==> src/rtl/alarm_snooze_pkg.sv <==
package alarm_snooze_pkg;
  localparam int DIGIT_W = 4;
  localparam int TIME_W  = 4 * DIGIT_W;

  typedef struct packed {
    logic [DIGIT_W-1:0] hr_t;
    logic [DIGIT_W-1:0] hr_u;
    logic [DIGIT_W-1:0] mn_t;
    logic [DIGIT_W-1:0] mn_u;
  } bcd_time_t;

  function automatic logic time_legal(input bcd_time_t t, input int hours);
    logic [6:0] h;
    h = 7'(t.hr_t) * 7'd10 + 7'(t.hr_u);
    return (t.mn_u <= 4'd9) && (t.mn_t <= 4'd5) && (t.hr_u <= 4'd9) &&
           (32'(h) < hours);
  endfunction
endpackage

==> src/rtl/asc_reset_sync.sv <==
module asc_reset_sync #(
  parameter int STAGES = 2
) (
  input  logic clk,
  input  logic rst_n,
  output logic rst_n_sync
);
  logic [STAGES-1:0] chain_q;
  logic [STAGES-1:0] chain_d;

  always_comb chain_d = {chain_q[STAGES-2:0], 1'b1};

  always_ff @(posedge clk or negedge rst_n) begin
    if (!rst_n) chain_q <= '0;
    else        chain_q <= chain_d;
  end

  assign rst_n_sync = chain_q[STAGES-1];
endmodule

==> src/rtl/asc_fall_detect.sv <==
module asc_fall_detect (
  input  logic clk,
  input  logic rst_n,
  input  logic level_in,
  output logic fell
);
  logic prev_q;
  logic prev_d;

  always_comb prev_d = level_in;

  always_ff @(posedge clk or negedge rst_n) begin
    if (!rst_n) prev_q <= 1'b0;
    else        prev_q <= prev_d;
  end

  assign fell = prev_q & ~level_in;
endmodule

==> src/rtl/asc_bcd_advance.sv <==
module asc_bcd_advance
  import alarm_snooze_pkg::*;
#(
  parameter int ADD_MIN = 2,   // must be below 60
  parameter int HOURS   = 24
) (
  input  bcd_time_t t_in,
  output bcd_time_t t_out
);
  logic [6:0] min_raw, min_fix;
  logic [6:0] hr_raw, hr_inc, hr_fix;
  logic       carry;

  always_comb begin
    min_raw = 7'(t_in.mn_t) * 7'd10 + 7'(t_in.mn_u) + 7'(ADD_MIN);
    carry   = (min_raw >= 7'd60);
    min_fix = carry ? (min_raw - 7'd60) : min_raw;
    hr_raw  = 7'(t_in.hr_t) * 7'd10 + 7'(t_in.hr_u);
    hr_inc  = hr_raw + {6'd0, carry};
    hr_fix  = (hr_inc >= 7'(HOURS)) ? (hr_inc - 7'(HOURS)) : hr_inc;
    t_out.mn_t = 4'(min_fix / 7'd10);
    t_out.mn_u = 4'(min_fix % 7'd10);
    t_out.hr_t = 4'(hr_fix / 7'd10);
    t_out.hr_u = 4'(hr_fix % 7'd10);
  end
endmodule

==> src/rtl/asc_target_reg.sv <==
module asc_target_reg
  import alarm_snooze_pkg::*;
(
  input  logic      clk,
  input  logic      rst_n,
  input  logic      main_on,
  input  logic      fell,
  input  bcd_time_t rearm_time,
  output logic      snooze_q,
  output bcd_time_t snz_tgt_q
);
  logic      snooze_d;
  bcd_time_t snz_tgt_d;
  logic      load_en;

  always_comb begin
    load_en   = main_on & fell;
    snooze_d  = snooze_q;
    snz_tgt_d = snz_tgt_q;
    if (!main_on) begin
      snooze_d = 1'b0;
    end else if (load_en) begin
      snooze_d  = 1'b1;
      snz_tgt_d = rearm_time;
    end
  end

  always_ff @(posedge clk or negedge rst_n) begin
    if (!rst_n) begin
      snooze_q  <= 1'b0;
      snz_tgt_q <= '0;
    end else begin
      snooze_q  <= snooze_d;
      snz_tgt_q <= snz_tgt_d;
    end
  end

  // switch off ends snooze
  assert_off_clears_R6: assert property (@(posedge clk) disable iff (!rst_n)
    !main_on |=> !snooze_q);
  // beam break with main on loads the re-arm time
  assert_rearm_load_R3: assert property (@(posedge clk) disable iff (!rst_n)
    (main_on && fell) |=> (snooze_q && snz_tgt_q == $past(rearm_time)));
endmodule

==> src/rtl/alarm_snooze_cmp.sv <==
module alarm_snooze_cmp
  import alarm_snooze_pkg::*;
#(
  parameter int SNOOZE_MIN  = 2,
  parameter int DAY_HOURS   = 24,
  parameter int SYNC_STAGES = 2
) (
  input  logic              clk,
  input  logic              rst_n,
  input  logic              main_on,
  input  logic              beam_in,
  input  logic [TIME_W-1:0] now_time,
  input  logic [TIME_W-1:0] alarm_time,
  output logic              alarm_out
);
  logic      rst_int;
  logic      fell;
  logic      snooze;
  bcd_time_t now_t, rearm_t, snz_tgt, active_tgt;
  logic      match;
  logic      alarm_d, alarm_q;

  assign now_t = bcd_time_t'(now_time);

  asc_reset_sync #(.STAGES(SYNC_STAGES)) u_rst (
    .clk(clk), .rst_n(rst_n), .rst_n_sync(rst_int));

  asc_fall_detect u_fall (
    .clk(clk), .rst_n(rst_int), .level_in(beam_in), .fell(fell));

  asc_bcd_advance #(.ADD_MIN(SNOOZE_MIN), .HOURS(DAY_HOURS)) u_adv (
    .t_in(now_t), .t_out(rearm_t));

  asc_target_reg u_tgt (
    .clk(clk), .rst_n(rst_int), .main_on(main_on), .fell(fell),
    .rearm_time(rearm_t), .snooze_q(snooze), .snz_tgt_q(snz_tgt));

  always_comb begin
    active_tgt = snooze ? snz_tgt : bcd_time_t'(alarm_time);
    match      = (now_t == active_tgt);
    alarm_d    = main_on & beam_in & match;
  end

  always_ff @(posedge clk or negedge rst_int) begin
    if (!rst_int) alarm_q <= 1'b0;
    else          alarm_q <= alarm_d;
  end

  assign alarm_out = alarm_q;

  // alarm only with switch on and beam present
  assert_out_gated_R1: assert property (@(posedge clk) disable iff (!rst_int)
    alarm_out |-> ($past(main_on) && $past(beam_in)));
  // outside snooze the programmed time is the target
  assert_plain_match_R2: assert property (@(posedge clk) disable iff (!rst_int)
    (alarm_out && !$past(snooze)) |-> $past(now_time == alarm_time));
  // legal time in gives legal re-arm time out
  assert_rearm_legal_R4: assert property (@(posedge clk) disable iff (!rst_int)
    time_legal(now_t, DAY_HOURS) |-> time_legal(rearm_t, DAY_HOURS));
endmodule

==> config.mk <==
export PLATFORM = sky130hd
export DESIGN_NAME = alarm_snooze_cmp
export DESIGN_NICKNAME = d
export VERILOG_FILES = /design/src/rtl/alarm_snooze_pkg.sv /design/src/rtl/asc_reset_sync.sv /design/src/rtl/asc_fall_detect.sv /design/src/rtl/asc_bcd_advance.sv /design/src/rtl/asc_target_reg.sv /design/src/rtl/alarm_snooze_cmp.sv
export SDC_FILE = /design/constraint.sdc
export NUM_CORES = 1
export LEC_CHECK = 0
export BUFFER_PORTS_ARGS = -buffer_cell sky130_fd_sc_hd__buf_2
export CORE_MARGIN = 1.5
export CORE_UTILIZATION = 60
export DETAILED_ROUTE_END_ITERATION = 10
export PLACE_DENSITY_LB_ADDON = 0.08
export SYNTH_ARGS = -nofsm -noshare
export SYNTH_HDL_FRONTEND = slang
export SYNTH_HIERARCHICAL = 1
export SYNTH_SLANG_ARGS = --single-unit
==> constraint.sdc <==
create_clock -name clk -period 1.45 [get_ports clk]
set_input_delay 0.29 -clock clk [delete_from_list [all_inputs] [get_ports clk]]
set_output_delay 0.29 -clock clk [all_outputs]
set_load 0.01 [all_outputs]
==> reports/results.txt, run 1 <==
Site Rows = 25
Post-synth ARST share = 1.00
die width = 74.9 um
Initial Util = 0.640
xor/xnor share of the synthesized area = 0.109
Max H-tree Level = 1
top cells by area, synth = dfrtp_1 17%, ha_1 8.1%, mux2i_1 6.8%, mux2_4 4.8%, xor2_1 4.2%
Synth Flop Type = dfrtp_1
syn avg cell area = 8.99 um^2
Mapped Cells = 345
synth cell count leaders = 21 x dfrtp_1, 21 x mux2i_1, 21 x nand2_1
post-DP HPWL = 8330 um
post-synth top area cell = dfrtp_1
Ports = 37
Hold-fix buffers, CTS = 1
# clock sinks = 21
Post-synth EDFFs = 0
status = aborted with a tool error
Err = [ERROR DPL-0033] detailed placement checks failed during check placement.
Mapped Nets = 405
post-placement cell area = 4230 um^2
Adder-Cell Fraction of Synth Area = 0.110
sequential area share after synthesis = 0.169
Clock Tree Root = clkbuf_8
Yosys top cell area share = 0.169
# port buffers = 36
Netlist Area Pre-Place = 3100 um^2
Die Height = 74.9 um
fraction of synthesized area in multiplexers = 0.150
Post-CTS Setup Inserts = 21
clock tree buffer depth = 2
largest family of logic cells by synthesized area = compound AO/OA/AOI/OAI gates
failing step = clock tree synthesis (4_1_cts)
Distinct cells, synth = 75
CTS Buf Count = 3
synth warn = 6
# resized after CTS = 67
Synth Area in Compound Gates = 0.232
GPL Wtd Cong = 0.910
simple-gate share of the synthesized area = 0.178
synthesis-stage register bit count = 21
==> per-stage QoR <==
step / hold slack (ps) / cells / TNS, ps / setup WS [ps]
floorplan: -5.59 / 345 / -37910 / -3800
detailed placement: 78.8 / 546 / -44350 / -4080
global placement: 74.8 / 546 / -42310 / -3850
==> cell families after synthesis <==
kind of cell,after synthesis
AO/OA/AOI/OAI,97
XOR/XNOR,32
adder cells (fa/ha/maj),25
buffers and inverters,26
flip-flops,21
multiplexers,40
other,1
AND/OR/NAND/NOR,103
==> inputs of run 2 (changes only) <==
- CORE_UTILIZATION: 60 -> 40
- PLACE_DENSITY_LB_ADDON: 0.08 -> 0.15
==> reports/results.txt, run 2 <==
DR DRC count = 0
post-route minimum period = 5090 ps
# setup viols final = 16
Final Hold Viols = 0
Adder-Cell Fraction of Synth Area = 0.110
CTS Buf Count = 3
WP data arrival = 5230 ps
Inserted Diodes = 0
number of flip-flops in the largest register = 16
Ports = 37
antenna violations before repair = 0
most used cell, CP = ha_4
Critical Path RT = 1600 ps
DRT iter0 DRCs = 220
met1 Use GR = 0.309
total congestion overflow = 0
placed cell count = 597
Fill cells = 580
busiest grt layer = met2
Leak = 2.29 nW
CP Max Fanout = 5
number of global-route vias before repair = 3461
Post-synth EDFFs = 0
most common library cell in the layout ignoring fill and taps = buf_4
Worst Skew = 3.22 ps
final period utilization = 3.51
syn avg cell area = 8.99 um^2
WL/cell = 16.3 um
Max H-tree Level = 1
max frequency = 197 MHz
first-pass GRT wire length = 16200 um
Netlist Area Pre-Place = 3100 um^2
Nets = 591
Initial Util = 0.421
top cells by area, synth = dfrtp_1 17%, ha_1 8.1%, mux2i_1 6.8%, mux2_4 4.8%, xor2_1 4.2%
vias per cell = 5.36
area delta synth->final = 64.1%
synthesis-stage register bit count = 21
number of max-cap violations = 0
final worst slack = -3640 ps
sequential area share after synthesis = 0.169
Mapped Nets = 405
Detailed Routing Iterations Pass 1 = 4
Fin Setup TNS = -39040 ps
status = finished with violations
Core Area = 7370 um^2
Clock Tree Root = clkbuf_8
ANT nets after route = 0
CP endpoint kind = flop
met3 Use GR = 0.0293
# port buffers = 36
top flop regs = u_tgt/snz_tgt_q x16, u_rst/chain_q x2
synth cell count leaders = 21 x dfrtp_1, 21 x mux2i_1, 21 x nand2_1
worst vdd ir = 1.06 mV
Synth Flop Type = dfrtp_1
RSZ-0062 raised after global routing = yes
post-layout util = 0.690
simple-gate share of the synthesized area = 0.178
Crit-path slowest cell = fa_1
Synth Area in Compound Gates = 0.232
Post-synth ARST share = 1.00
drt total wl = 10200 um
xor/xnor share of the synthesized area = 0.109
Hold Slack = 205 ps
die width = 91.1 um
clk_lat worst skew = 260 ps
Crit path largest cell delay = 580 ps
Largest Register = u_tgt/snz_tgt_q
largest net degree at the start of global routing = 20
largest family of logic cells by synthesized area = compound AO/OA/AOI/OAI gates
Pwr Density = 1600 nW/um^2
total die area = 8290 um^2
CTS tree = done
Setup Crit Path Kind = input pin to flop
total power = 0.00815 W
Slew Viols, Final = 0
critical path startpoint category = input pin
routed vias = 3371
clock tree buffer depth = 2
failing checks = negative setup slack
post-synth top area cell = dfrtp_1
met2 usage = 0.433
most frequent cells in the layout = 138 x buf_4, 33 x buf_2, 21 x dfrtp_1
Reg2Reg Depth = 6
# clock sinks = 21
Die Height = 91.1 um
fin cells = 629
clk slew on worst S/H paths = 70 ps
Mapped Cells = 345
Min-Delay Path Class = flop to asynchronous set/reset pin
share of post-route cells with drive strength above 1 = 0.583
synth warn = 6
Site Rows = 31
Yosys top cell area share = 0.169
GRT Total Usage = 0.239
post-DP HPWL = 7570 um
fraction of synthesized area in multiplexers = 0.150
Distinct cells, synth = 75
GPL Wtd Cong = 0.904
## run 2: cell counts after synthesis
Identical to the previous run, type by type.
## run 2: kinds of logic after synthesis
| family | count (synthesis) |
|---|---|
| and+or+nand+nor | 103 |
| AOI/OAI and AO/OA | 97 |
| muxes | 40 |
| xor gates and xnor gates | 32 |
| buffers and inverters | 26 |
| adders and majority gates | 25 |
| DFF | 21 |
| other | 1 |
## run 2: metal layers
layer,wire (um),up-vias
met5,0,-
met4,106,0
met3,372,14
met2,5200,84
met1,4570,1599
li1,-,1674
## run 2: worst paths after layout
check / from / endpoint / slack [ps]
worst max-delay path: now_time[4] / u_tgt/snz_tgt_q[9] / -3640
worst min-delay path: u_rst/chain_q[1] / u_tgt/snz_tgt_q[7] / 210
worst max register to register: u_tgt/snooze_q / alarm_out / -200
worst min register to register: u_rst/chain_q[1] / u_tgt/snz_tgt_q[7] / 210
max in group asynchronous: rst_n / u_rst/chain_q[1] / 1010
min in group clk: beam_in / u_fall/prev_q / 210
## run 2: final cells by class
cell class                 count  area [um^2]  area share
multi-input combinational    298         2900       0.569
tap                           99          124      0.0243
sequential                    21          526       0.103
timing repair buffer         192         1440       0.283
inverter                      15         56.3      0.0111
clock buffer                   4         45.0     0.00885
## run 2: stage by stage
step / setup slack [ps] / cell area, um^2
2_1_floorplan: -3800 / 3250
3_3_place_gp: -3890 / 4420
3_5_place_dp: -4040 / 4420
4_1_cts: -3590 / 4830
5_1_grt: -3920 / 5090
6_report: -3640 / 5090
## run 2: worst max-delay path: cells and delay by family
family                   cells  cell delay [ps]
multiplexers                 2              540
AO/OA/AOI/OAI               10             1480
adder cells (fa/ha/maj)      8             2020
XOR/XNOR                     2              220
buffers and inverters        4              280
AND/OR/NAND/NOR              4              400
## run 2: repair_timing
action	4_1_cts	5_1_grt
setup endpoints to repair	16	16
hold buffers	1	0
endpoints found under the hold margin	2	0
gates resized for setup	59	35
pin swaps	39	14
cloned	0	1
buffers inserted	14	15
## run 2: where the power goes
part           total (W)  internal (W)  switching (W)
Combinational    0.00686       0.00368        0.00318
Clock           0.000367      0.000195       0.000171
Sequential      0.000927      0.000795       0.000132
Total            0.00815       0.00467        0.00348
Power figures use the tool's default switching activity.
==> inputs of run 3 (changes only) <==
- SETUP_SLACK_MARGIN: unset -> 0.05
==> reports/results.txt, run 3 (same netlist as run 2, synthesis figures left out) <==
Critical Path RT = 1590 ps
Final Hold Viols = 0
CP Max Fanout = 6
R2R Setup Slk = -140 ps
Core Area = 7370 um^2
routed vias = 3254
Slew headroom = 0.664
number of max-cap violations = 0
total die area = 8290 um^2
largest delay contributor family on the critical path = adder cells
most frequent cells in the layout = 111 x buf_4, 30 x buf_2, 21 x dfrtp_1
clk slew on worst S/H paths = 80 ps
most common library cell in the layout ignoring fill and taps = buf_4
CP Buf/Inv Count = 5
worst r2r src = u_tgt/snooze_q
die width = 91.1 um
DR DRC count = 0
GPL Wtd Cong = 0.877
Slew Viols, Final = 0
total congestion overflow = 0
area delta synth->final = 60.3%
met2 usage = 0.381
vias per cell = 5.40
failing checks = negative setup slack
Ports = 37
# clock sinks = 21
Min-Delay Path Class = flop to asynchronous set/reset pin
largest net degree at the start of global routing = 20
Worst Skew = 7.28 ps
WP data arrival = 5340 ps
Fill cells = 590
Detailed Routing Iterations Pass 1 = 4
Setup Crit Path Kind = input pin to flop
met3 Use GR = 0.0260
clk_lat worst skew = 260 ps
# port buffers = 36
first-pass GRT wire length = 15800 um
Worst R2R End = alarm_out
Fin Setup TNS = -38600 ps
max frequency = 192 MHz
most used cell, CP = ha_4
Crit path largest cell delay = 520 ps
Die Height = 91.1 um
Largest Register = u_tgt/snz_tgt_q
Inserted Diodes = 0
Initial Util = 0.421
antenna violations before repair = 0
critical path startpoint category = input pin
number of global-route vias before repair = 3294
Site Rows = 31
RSZ-0062 raised after global routing = yes
Hold Slack = 187 ps
top flop regs = u_tgt/snz_tgt_q x16, u_rst/chain_q x2
CP endpoint kind = flop
final worst slack = -3740 ps
worst slew pin tran = 502 ps
CTS Buf Count = 3
clock tree buffer depth = 2
number of flip-flops in the largest register = 16
share of post-route cells with drive strength above 1 = 0.573
met1 Use GR = 0.341
Nets = 565
Max H-tree Level = 1
drt total wl = 9940 um
# setup viols final = 16
Reg2Reg Depth = 6
DRT iter0 DRCs = 159
Clock Tree Root = clkbuf_8
Pwr Density = 1590 nW/um^2
ANT nets after route = 0
status = finished with violations
worst vdd ir = 0.726 mV
post-route minimum period = 5190 ps
WL/cell = 16.5 um
post-DP HPWL = 7480 um
CTS tree = done
final period utilization = 3.58
busiest grt layer = met2
GRT Total Usage = 0.235
Crit-path slowest cell = fa_1
Leak = 2.20 nW
==> run 3: changes by cell type in the layout (fill, tap and decap cells not counted), sizes merged <==
| cell | before | now |
|---|---|---|
| clkinv | 0 | 1 |
| buf | 190 | 165 |
| clkdlybuf4s15 | 1 | 0 |
| clkbuf | 4 | 3 |
==> run 3: area by class of cell <==
type / count / area [um^2] / share of cell area
multi-input cells: 298 / 2930 / 0.589
repair buffers: 166 / 1290 / 0.259
inverters: 15 / 58.8 / 0.0118
flip-flops and latches: 21 / 526 / 0.106
clock buffers: 3 / 41.3 / 0.00831
well taps: 99 / 124 / 0.0249
clock inverters: 1 / 5.00 / 0.00101
==> run 3: worst max-delay path by stage <==
| stage | cells after the start | end | slack, ps | start |
|---|---|---|---|---|
| 5_1_grt | 29 | u_tgt/snz_tgt_q[9] | -3930 | now_time[4] |
| 3_5_place_dp | 32 | u_tgt/snz_tgt_q[9] | -4000 | now_time[4] |
| 4_1_cts | 30 | u_tgt/snz_tgt_q[9] | -3570 | now_time[4] |
| 2_1_floorplan | 29 | u_tgt/snz_tgt_q[9] | -3800 | now_time[6] |
| 6_report | 29 | u_tgt/snz_tgt_q[9] | -3740 | now_time[4] |
| 3_3_place_gp | 29 | u_tgt/snz_tgt_q[9] | -3900 | now_time[5] |
==> run 3: metrics by stage <==
stage | power (W) | worst slack [ps] | instance area, um^2 | utilization | instances
floorplan | 0.00424 | -3800 | 3260 | - | 345
global placement | 0.00604 | -3900 | 4340 | 0.588 | 583
detailed placement | 0.00613 | -4000 | 4340 | 0.588 | 583
CTS | 0.00725 | -3570 | 4740 | 0.644 | 598
global route | 0.00841 | -3930 | 4970 | 0.675 | 603
finish | 0.00789 | -3740 | 4970 | 0.675 | 603
==> run 3: routing by layer <==
metal,vias up,share of wire
met5,-,0
met4,0,0.0063
met3,6,0.030
met2,63,0.47
met1,1575,0.49
li1,1610,-
==> run 3: report_power, final <==
part / total (W) / internal (W) / leakage (nW) / switching (W)
clock network: 0.000381 / 0.000191 / 0.0255 / 0.000189
registers: 0.000928 / 0.000794 / 0.258 / 0.000134
logic: 0.00658 / 0.00348 / 1.91 / 0.00310
total: 0.00789 / 0.00446 / 2.20 / 0.00342
==> run 3: timing repair <==
| action | CTS | global route |
|---|---|---|
| cloned | 0 | 0 |
| hold buffers | 1 | 0 |
| endpoints found under the hold margin | 2 | 0 |
| resized for setup | 64 | 46 |
| setup endpoints to repair | 16 | 16 |
| buffers inserted | 10 | 8 |
| pin swaps | 31 | 31 |
==> inputs of run 4 (changes only) <==
- ABC_AREA: unset -> 1
- PLACE_DENSITY: unset -> 0.61
- PLACE_DENSITY_LB_ADDON: 0.15 -> unset
==> reports/results.txt, run 4 <==
drt total wl = 8590 um
CTS tree = done
Inserted Diodes = 0
GRT Total Usage = 0.212
failing checks = negative setup slack
Setup Crit Path Kind = input pin to flop
critical path startpoint category = input pin
Max H-tree Level = 1
die width = 90.1 um
Mapped Nets = 546
clock tree buffer depth = 2
DR DRC count = 0
Nets = 671
# clock sinks = 21
first-pass GRT wire length = 14400 um
WP data arrival = 5230 ps
Netlist Area Pre-Place = 3030 um^2
Detailed Routing Iterations Pass 1 = 5
post-DP HPWL = 6730 um
Reg2Reg Depth = 10
post-synth top area cell = nand2_1
Pwr Density = 1750 nW/um^2
antenna violations before repair = 0
Die Height = 90.1 um
Core Area = 7290 um^2
most frequent cells in the layout = 165 x nand2_1, 84 x buf_4, 62 x inv_1
Slew Viols, Final = 0
most instantiated library cell after synthesis = nand2_1
total die area = 8120 um^2
post-route minimum period = 5070 ps
vias per cell = 4.75
worst vdd ir = 1.49 mV
Critical Path RT = 1600 ps
DRT iter0 DRCs = 115
ANT nets after route = 0
WL/cell = 12.1 um
routed vias = 3369
Worst Hold Depth = 1
Hold Slack = 191 ps
Ports = 37
Synth Flop Type = dfrtp_1
placed cell count = 689
RSZ-0062 raised after global routing = yes
fin cells = 709
# port buffers = 36
top cells by area, synth = nand2_1 23%, dfrtp_1 17%, nand3_1 9.2%, inv_1 9.2%, ha_1 8.2%
synthesis-stage register bit count = 21
Crit-path slowest cell = fa_2
Min-Delay Path Class = input pin to flop
largest net degree at the start of global routing = 20
GPL Wtd Cong = 0.878
top flop regs = u_tgt/snz_tgt_q x16, u_rst/chain_q x2
Yosys top cell area share = 0.228
final worst slack = -3620 ps
Post-synth EDFFs = 0
area delta synth->final = 46.5%
Clock Tree Root = clkbuf_8
R2R Setup Slk = 190 ps
Mapped Cells = 486
clk slew on worst S/H paths = 80 ps
Largest Register = u_tgt/snz_tgt_q
status = finished with violations
total congestion overflow = 0
Leak = 2.48 nW
Site Rows = 31
final period utilization = 3.50
Final Hold Viols = 0
Worst Skew = 1.58 ps
# setup viols final = 15
clk_lat worst skew = 260 ps
number of max-cap violations = 0
post-layout util = 0.609
CP Max Fanout = 4
syn avg cell area = 6.24 um^2
CP endpoint kind = flop
synth warn = 6
CTS Buf Count = 3
Crit path largest cell delay = 610 ps
number of flip-flops in the largest register = 16
share of post-route cells with drive strength above 1 = 0.411
Post-synth ARST share = 1.00
Distinct cells, synth = 38
most used cell, CP = nand2_2
Initial Util = 0.416
synth cell count leaders = 184 x nand2_1, 74 x inv_1, 56 x nand3_1
sequential area share after synthesis = 0.173
most common library cell in the layout ignoring fill and taps = nand2_1
max frequency = 197 MHz
number of global-route vias before repair = 3397
==> run 4: cell types whose count changed after synthesis, moves of 9 or more <==
| cell | change |
|---|---|
| nand2_1 | +163 |
| inv_1 | +61 |
| nand3_1 | +39 |
| mux2i_1 | -21 |
| nand2_2 | +21 |
| a21oi_1 | -13 |
| mux2_4 | -10 |
| nand3_2 | +10 |
| xor2_1 | -9 |
==> run 4: logic make-up (layout without fill, tap and decap cells) <==
family,Yosys count,count (layout),synth area share
fa+ha+maj,24,24,0.109
compound gates,19,19,0.0437
other cells,1,1,0.00124
flops,21,21,0.173
xor+xnor,12,12,0.0421
buf+inv,92,216,0.134
simple gates,317,317,0.497
==> run 4: stage by stage <==
step	TNS [ps]	cell area [um^2]	setup WS, ps	total power, W
2_1_floorplan	-34490	3190	-3460	0.00439
3_3_place_gp	-41540	3980	-3800	0.00599
3_5_place_dp	-42720	3980	-3940	0.00612
4_1_cts	-37530	4240	-3520	0.00717
5_1_grt	-40940	4440	-3900	0.00854
6_report	-38200	4440	-3620	0.00778
==> run 4: timing repair <==
item | 4_1_cts | 5_1_grt
endpoints found under the setup margin | 15 | 16
pin swaps | 29 | 43
setup buffers | 13 | 5
hold buffers | 1 | 0
gates resized for setup | 26 | 49
endpoints found under the hold margin | 2 | 0
==> run 4: worst max-delay path: cells and delay by family <==
family | cells | cell delay (ps)
fa+ha+maj | 8 | 1970
buf+inv | 7 | 400
simple gates | 26 | 2560
==> run 4: power breakdown <==
part | total [W] | internal, W | switching (W)
Sequential | 0.000905 | 0.000782 | 0.000123
Clock | 0.000386 | 0.000191 | 0.000195
Combinational | 0.00649 | 0.00301 | 0.00348
==> run 4: routing by layer <==
layer  routed length, um  up-vias  GRT usage
li1                    -     1766          -
met1                3550     1545      0.242
met2                4720       44      0.420
met3                 127       14    0.00846
met4                 197        0     0.0622
met5                   0        -          0
==> run 4: path summary, 6_finish.rpt <==
path | from | end
min reg2reg | u_rst/chain_q[1] | u_tgt/snz_tgt_q[4]
min in group asynchronous | u_rst/chain_q[1] | u_tgt/snz_tgt_q[4]
max | now_time[5] | u_tgt/snz_tgt_q[9]
max in group asynchronous | rst_n | u_rst/chain_q[1]
min | beam_in | u_fall/prev_q
max reg2reg | u_tgt/snooze_q | alarm_out
==> run 4: cell type report <==
class / instances / area [um^2]
Multi-Input combinational cell: 373 / 2480
Inverter: 83 / 317
Tap cell: 99 / 124
Clock inverter: 1 / 5.00
Fill cell: 716 / 2850
Timing Repair Buffer: 129 / 947
Clock buffer: 3 / 41.3
Sequential cell: 21 / 527
